$ cat src/rtl/crc_rot_pkg.sv
package crc_rot_pkg;

    typedef enum logic [1:0] {
        ST_IDLE = 2'd0,
        ST_RUN  = 2'd1,
        ST_DONE = 2'd2
    } crc_state_e;

endpackage

$ cat src/rtl/crc_rot_step.sv
module crc_rot_step #(
    parameter int          WORD_W = 16,
    parameter logic [15:0] MASK   = 16'h2001
) (
    input  logic [WORD_W-1:0] cur_i,
    output logic [WORD_W-1:0] nxt_o
);
    logic [WORD_W-1:0] rot;

    // rotate right by one: bit 0 wraps into the top bit
    assign rot = {cur_i[0], cur_i[WORD_W-1:1]};

    // apply the feedback mask bit by bit, gated by the new top bit
    for (genvar i = 0; i < WORD_W; i++) begin : g_bit
        if (i < 16) begin : g_m
            assign nxt_o[i] = rot[i] ^ (MASK[i] & rot[WORD_W-1]);
        end else begin : g_nm
            assign nxt_o[i] = rot[i];
        end
    end
endmodule

$ cat src/rtl/crc_rot_ctrl.sv
module crc_rot_ctrl
    import crc_rot_pkg::*;
#(
    parameter int STEPS = 8
) (
    input  logic clk,
    input  logic rst,
    input  logic start_i,
    output logic load_o,
    output logic step_o,
    output logic busy_o,
    output logic done_o
);
    localparam int CNT_W = (STEPS > 1) ? $clog2(STEPS) : 1;
    localparam logic [CNT_W-1:0] LAST = CNT_W'(STEPS - 1);

    crc_state_e        state_q, state_d;
    logic [CNT_W-1:0]  cnt_q;

    // state register
    always_ff @(posedge clk) begin
        if (rst) state_q <= ST_IDLE;
        else     state_q <= state_d;
    end

    // step counter
    always_ff @(posedge clk) begin
        if (rst)                   cnt_q <= '0;
        else if (load_o)           cnt_q <= '0;
        else if (state_q == ST_RUN) cnt_q <= cnt_q + 1'b1;
    end

    // next-state logic
    always_comb begin
        state_d = state_q;
        unique case (state_q)
            ST_IDLE: if (start_i) state_d = ST_RUN;
            ST_RUN:  if (cnt_q == LAST) state_d = ST_DONE;
            ST_DONE: state_d = start_i ? ST_RUN : ST_IDLE;
            default: state_d = ST_IDLE;
        endcase
    end

    // outputs
    always_comb begin
        load_o = 1'b0;
        step_o = 1'b0;
        busy_o = 1'b0;
        done_o = 1'b0;
        unique case (state_q)
            ST_IDLE: load_o = start_i;
            ST_RUN: begin
                step_o = 1'b1;
                busy_o = 1'b1;
            end
            ST_DONE: begin
                done_o = 1'b1;
                load_o = start_i;
            end
            default: ;
        endcase
    end
endmodule

$ cat src/rtl/crc_rot_acc.sv
module crc_rot_acc #(
    parameter int          WORD_W = 16,
    parameter int          BYTE_W = 8,
    parameter logic [15:0] MASK   = 16'h2001
) (
    input  logic              clk,
    input  logic              rst,
    input  logic              load_i,
    input  logic              step_i,
    input  logic [WORD_W-1:0] seed_i,
    input  logic [WORD_W-1:0] data_i,
    output logic [WORD_W-1:0] acc_o
);
    localparam int PAD_W = WORD_W - BYTE_W;

    logic [WORD_W-1:0] acc_q, acc_step, init_val;

    assign init_val = seed_i ^ {{PAD_W{1'b0}}, data_i[BYTE_W-1:0]};

    crc_rot_step #(.WORD_W(WORD_W), .MASK(MASK)) u_step (
        .cur_i (acc_q),
        .nxt_o (acc_step)
    );

    always_ff @(posedge clk) begin
        if (rst)         acc_q <= '0;
        else if (load_i) acc_q <= init_val;
        else if (step_i) acc_q <= acc_step;
    end

    assign acc_o = acc_q;
endmodule

$ cat src/rtl/crc_rot_unit.sv
module crc_rot_unit #(
    parameter int          WORD_W = 16,
    parameter int          BYTE_W = 8,
    parameter int          STEPS  = 8,
    parameter logic [15:0] MASK   = 16'o020001
) (
    input  logic              clk,
    input  logic              rst,
    input  logic              start_i,
    input  logic [WORD_W-1:0] data_i,
    input  logic [WORD_W-1:0] seed_i,
    output logic              busy_o,
    output logic              done_o,
    output logic [WORD_W-1:0] result_o
);
    logic load, step;

    crc_rot_ctrl #(.STEPS(STEPS)) u_ctrl (
        .clk     (clk),
        .rst     (rst),
        .start_i (start_i),
        .load_o  (load),
        .step_o  (step),
        .busy_o  (busy_o),
        .done_o  (done_o)
    );

    crc_rot_acc #(.WORD_W(WORD_W), .BYTE_W(BYTE_W), .MASK(MASK)) u_acc (
        .clk    (clk),
        .rst    (rst),
        .load_i (load),
        .step_i (step),
        .seed_i (seed_i),
        .data_i (data_i),
        .acc_o  (result_o)
    );
endmodule

$ cat config.mk
export PLATFORM = sky130hd
export DESIGN_NAME = crc_rot_unit
export DESIGN_NICKNAME = d
export VERILOG_FILES = /design/src/rtl/crc_rot_pkg.sv /design/src/rtl/crc_rot_step.sv /design/src/rtl/crc_rot_ctrl.sv /design/src/rtl/crc_rot_acc.sv /design/src/rtl/crc_rot_unit.sv
export SDC_FILE = /design/constraint.sdc
export NUM_CORES = 1
export LEC_CHECK = 0
export ABC_AREA = 1
export ABC_CLOCK_PERIOD_IN_PS = 3900
export BUFFER_PORTS_ARGS = -buffer_cell sky130_fd_sc_hd__buf_2
export CORE_MARGIN = 8
export CORE_UTILIZATION = 29
export DETAILED_ROUTE_END_ITERATION = 12
export GPL_TIMING_DRIVEN = 0
export SLEW_MARGIN = 20
export SYNTH_ARGS = -nofsm -noshare
export SYNTH_HDL_FRONTEND = slang
export SYNTH_SLANG_ARGS = --single-unit
$ cat constraint.sdc
create_clock -name clk -period 3.9 [get_ports clk]
set_clock_uncertainty 0.2 [all_clocks]
set_input_delay 0.39 -clock clk [delete_from_list [all_inputs] [get_ports clk]]
set_output_delay 0.39 -clock clk [all_outputs]
set_load 0.01 [all_outputs]
======== Word level (Yosys, flattened, before mapping) ========
Index checks and enable logic that the tools add are counted.
cells by class
  $add $sub $neg .......................... 1
  equality and inequality tests ........... 5
  mux-type cells .......................... 9
  bitwise operators ....................... 3
  reduce and logical (&&, ||, !) cells .... 5
operators with widths
  kind                                                                    count
  16-bit two-way mux                                                      2
  16-bit by 8-bit XOR with 16-bit output                                  1
  2-bit one-hot mux with 3 select lines                                   1
  1-bit two-way mux                                                       4
  2-bit two-way mux                                                       2
  2-bit inequality test (second input constant)                           2
  2-bit OR reduction                                                      2
  3-bit by 1-bit adder with 3-bit output (second input constant)          1
  3-bit equality test (second input constant)                             1
  2-bit by 1-bit equality test with 1-bit output (second input constant)  1
  2-bit equality test (second input constant)                             1
  2-bit logical NOT                                                       1
  2-bit AND reduction                                                     1
  2-bit nonzero test                                                      1
  1-bit XOR                                                               2
word-level totals
  flip-flop bits (word level) ............. 21
  input port bits ......................... 35

======== Depth between registers and ports, before layout ========
  word-level depth ........................ 4
  depth in mapped cells ................... 7
  gate-level depth less buffers ........... 6

======== Hierarchy ========
A second synthesis with hierarchy kept.
second synthesis, totals
  cell total of the unflattened synthesis .. 209
  area, all modules ....................... 1,327.5 µm²
by module, submodules not included
  module        times used  cells an instance  area an instance (µm²)
  crc_rot_acc   1           154                938.4
  crc_rot_ctrl  1           32                 250.2
  crc_rot_step  1           23                 138.9

======== Worst setup path after synthesis ========
No wires, ideal clock.
  path type ............................... register to output
  start point ............................. register u_ctrl.state_q[0]
  end point ............................... output port busy_o
  arrival time ............................ 0.762 ns
  required time ........................... 3.310 ns
  slack ................................... 2.548 ns
  cell stages (with the launch flop) ...... 4
  buffers on the path ..................... 1
  cell sequence ........................... dfxtp_1 > inv_2 > nor2_4 > buf_6
between the ends
  cells in the longest elaborated chain, start to end .. 2
RTL lines
  item                                            line                RTL
  start: declaration                              crc_rot_ctrl.sv:17  crc_state_e state_q, state_d;
  start signal: assignment                        crc_rot_ctrl.sv:23  else state_q <= state_d;
  2-bit by 1-bit equality test with 1-bit output  crc_rot_ctrl.sv:50  unique case (state_q)
  1-bit two-way mux                               crc_rot_ctrl.sv:50
  end: declaration                                crc_rot_unit.sv:12  output logic busy_o,
Every way passes these cells.

======== Worst setup path in the final report ========
Same ends and word-level chain as after synthesis.

==> results.json <==
{
  "max_slew_margin_pct": 85.7,
  "p_leak_nw": 0.785,
  "grt_max_degree": 12,
  "fp.dieH_um": 77.8,
  "worstRegToRegCells": 7,
  "cp-end-kind": "primary output",
  "place.gp.congestion": 0.735,
  "grt_pass1_wl_mm": 4.60,
  "grt_pass1_vias": 1050,
  "hold_path_depth": 2,
  "status": "finished, final reports clean",
  "root_buffer": "clkbuf_8",
  "core_mm2": 0.00366,
  "globalRouteOverflowTotal": 0,
  "fin_nets": 253,
  "antenna_found_initial": 0,
  "ios": 53,
  "slew_viol_final": 0,
  "startpoint_type": "flip-flop",
  "avgSynthCellArea_um2": 6.58,
  "period_share_pct": 47.4,
  "grt.total_usage_pct": 9.00,
  "synthCells": 168,
  "post-place-cells": 259,
  "layout-drive-gt1-share_pct": 28.4,
  "stdcell_count": 263,
  "path_clk_slew_ns": 0.07,
  "drc": 0,
  "drt-pass1-iter-count": 4,
  "htreeDepth": 1,
  "vias": 1111,
  "yosysWarnings": 0,
  "period_minus_slack_ns": 1.85,
  "viasPerCell": 4.22,
  "num_antenna_cells": 0,
  "clockBufferDepth": 2,
  "synth_nets": 205,
  "fp.dieW_um": 77.8,
  "utilization_pct": 39.0,
  "arrival_ns": 1.26,
  "synth_area_mm2": 0.00111,
  "worstPathRequired_ns": 3.31,
  "cts_made_buffers": 3,
  "ys_seq_elements": 21,
  "start_util_pct": 30.2,
  "hpwl_mm": 2.09,
  "clock_sinks": 21,
  "post_cts_buffers": 0,
  "max_freq_ghz": 0.541,
  "drv_cap": 0,
  "post_cts_resized": 0,
  "ant_nets": 0,
  "ys_types": 18,
  "wl_per_cell_um": 10.0,
  "crit_fanout": 10,
  "rsz0062_at_grt": "false",
  "worst_pin_slew_ns": 0.215,
  "die_area_mm2": 0.00605,
  "clock_latency_ns": 0.25,
  "ys_seq_area_share_pct": 38.0,
  "ir_worst_vdd_uv": 147,
  "routed_wl_mm": 2.64,
  "hold_buffers": 0,
  "path_class": "reg -> out",
  "io_buffers": 43,
  "finalSetupTns_ns": 0,
  "cts_tree": "yes",
  "syn_to_final_growth_pct": 29.0,
  "rows": 22,
  "min_path_type": "in -> reg",
  "drt_first_iter_violations": 51,
  "hold_violations": 0,
  "setup_violations": 0,
  "nFillCells": 408,
  "p_per_area_mw_per_mm2": 346
}
==> layout make-up <==
type                       count  area, um^2  area share (%)
multi-input combinational    113         546            38.2
sequential                    21         420            29.5
timing repair buffer          43         215            15.1
inverter                      29         109            7.63
tap                           48        60.1            4.21
clock buffer                   4        45.0            3.16
buffer                         5        31.3            2.19
==> flip-flops by register name, summed over array words and instances, names as in the netlist <==
name / cells
u_acc.acc_o: 16
u_ctrl.cnt_q: 3
u_ctrl.state_q: 2
==> kinds of logic after synthesis <==
| group | synth area share, % |
|---|---|
| xor+xnor | 3.17 |
| simple gates | 34.4 |
| buf+inv | 12.7 |
| fa+ha+maj | 2.26 |
| flops | 38.0 |
| compound gates | 9.50 |
==> where the power goes <==
group	switching, mW	total (mW)	internal [mW]
Sequential	0.0130	0.244	0.231
Combinational	0.0637	0.111	0.0469
Clock	0.0659	0.138	0.0726
Total	0.143	0.493	0.350
==> worst paths after layout <==
path / start / endpoint / slack [ns]
worst max-delay path: u_ctrl.state_q[0] / busy_o / 2.05
worst min-delay path: rst / u_acc.acc_o[14] / 0.23
worst max register to register: u_ctrl.state_q[1] / u_acc.acc_o[4] / 2.53
worst min register to register: u_ctrl.cnt_q[1] / u_ctrl.cnt_q[1] / 0.27
==> synth_stat cells (all sizes together) <==
library cell / number / area [um^2]
a21oi: 9 / 52.6
dfxtp: 21 / 420
o21ai: 9 / 45.0
nand3: 16 / 80.1
a211oi: 1 / 7.51
inv: 29 / 109
ha: 2 / 25.0
xor2: 1 / 8.76
nor2: 10 / 52.6
xnor2: 3 / 26.3
nand2: 62 / 248
buf: 5 / 31.3
==> layout by cell type, fill, tap and decap left out, types with 2 or more instances in the layout <==
cell type,count
ha_1,2
buf_2,47
nand2_1,58
inv_2,2
a21oi_1,7
a21oi_2,2
xnor2_1,3
nor2_1,8
clkbuf_8,3
dfxtp_1,21
nand2_2,3
inv_1,27
o21ai_0,9
nor2_4,2
nand3_1,16
==> worst max-delay path: stages, from the launching register on <==
cell and delay, ns:
dfxtp_1 0.43, inv_2 0.09, nor2_4 0.17, buf_6 0.18
buf_2 0.14
==> per-stage QoR <==
stage / power, mW / instance area [um^2] / hold WS [ns] / worst slack (ns)
6_report: 0.493 / 1430 / 0.233 / 2.05
5_1_grt: 0.530 / 1430 / 0.224 / 1.94
3_3_place_gp: 0.361 / 1380 / 0.262 / 2.31
2_1_floorplan: 0.317 / 1110 / 0.247 / 2.55
3_5_place_dp: 0.362 / 1380 / 0.264 / 2.32
4_1_cts: 0.501 / 1430 / 0.231 / 2.03
==> layer usage <==
layer	routed length [um]	part of all wire, %	GRT usage [%]
met5	0	0	0
met4	10	0.38	1.13
met3	183	6.9	4.26
met2	1160	44	14.8
met1	1290	49	10.6
Power figures use the tool's default switching activity.
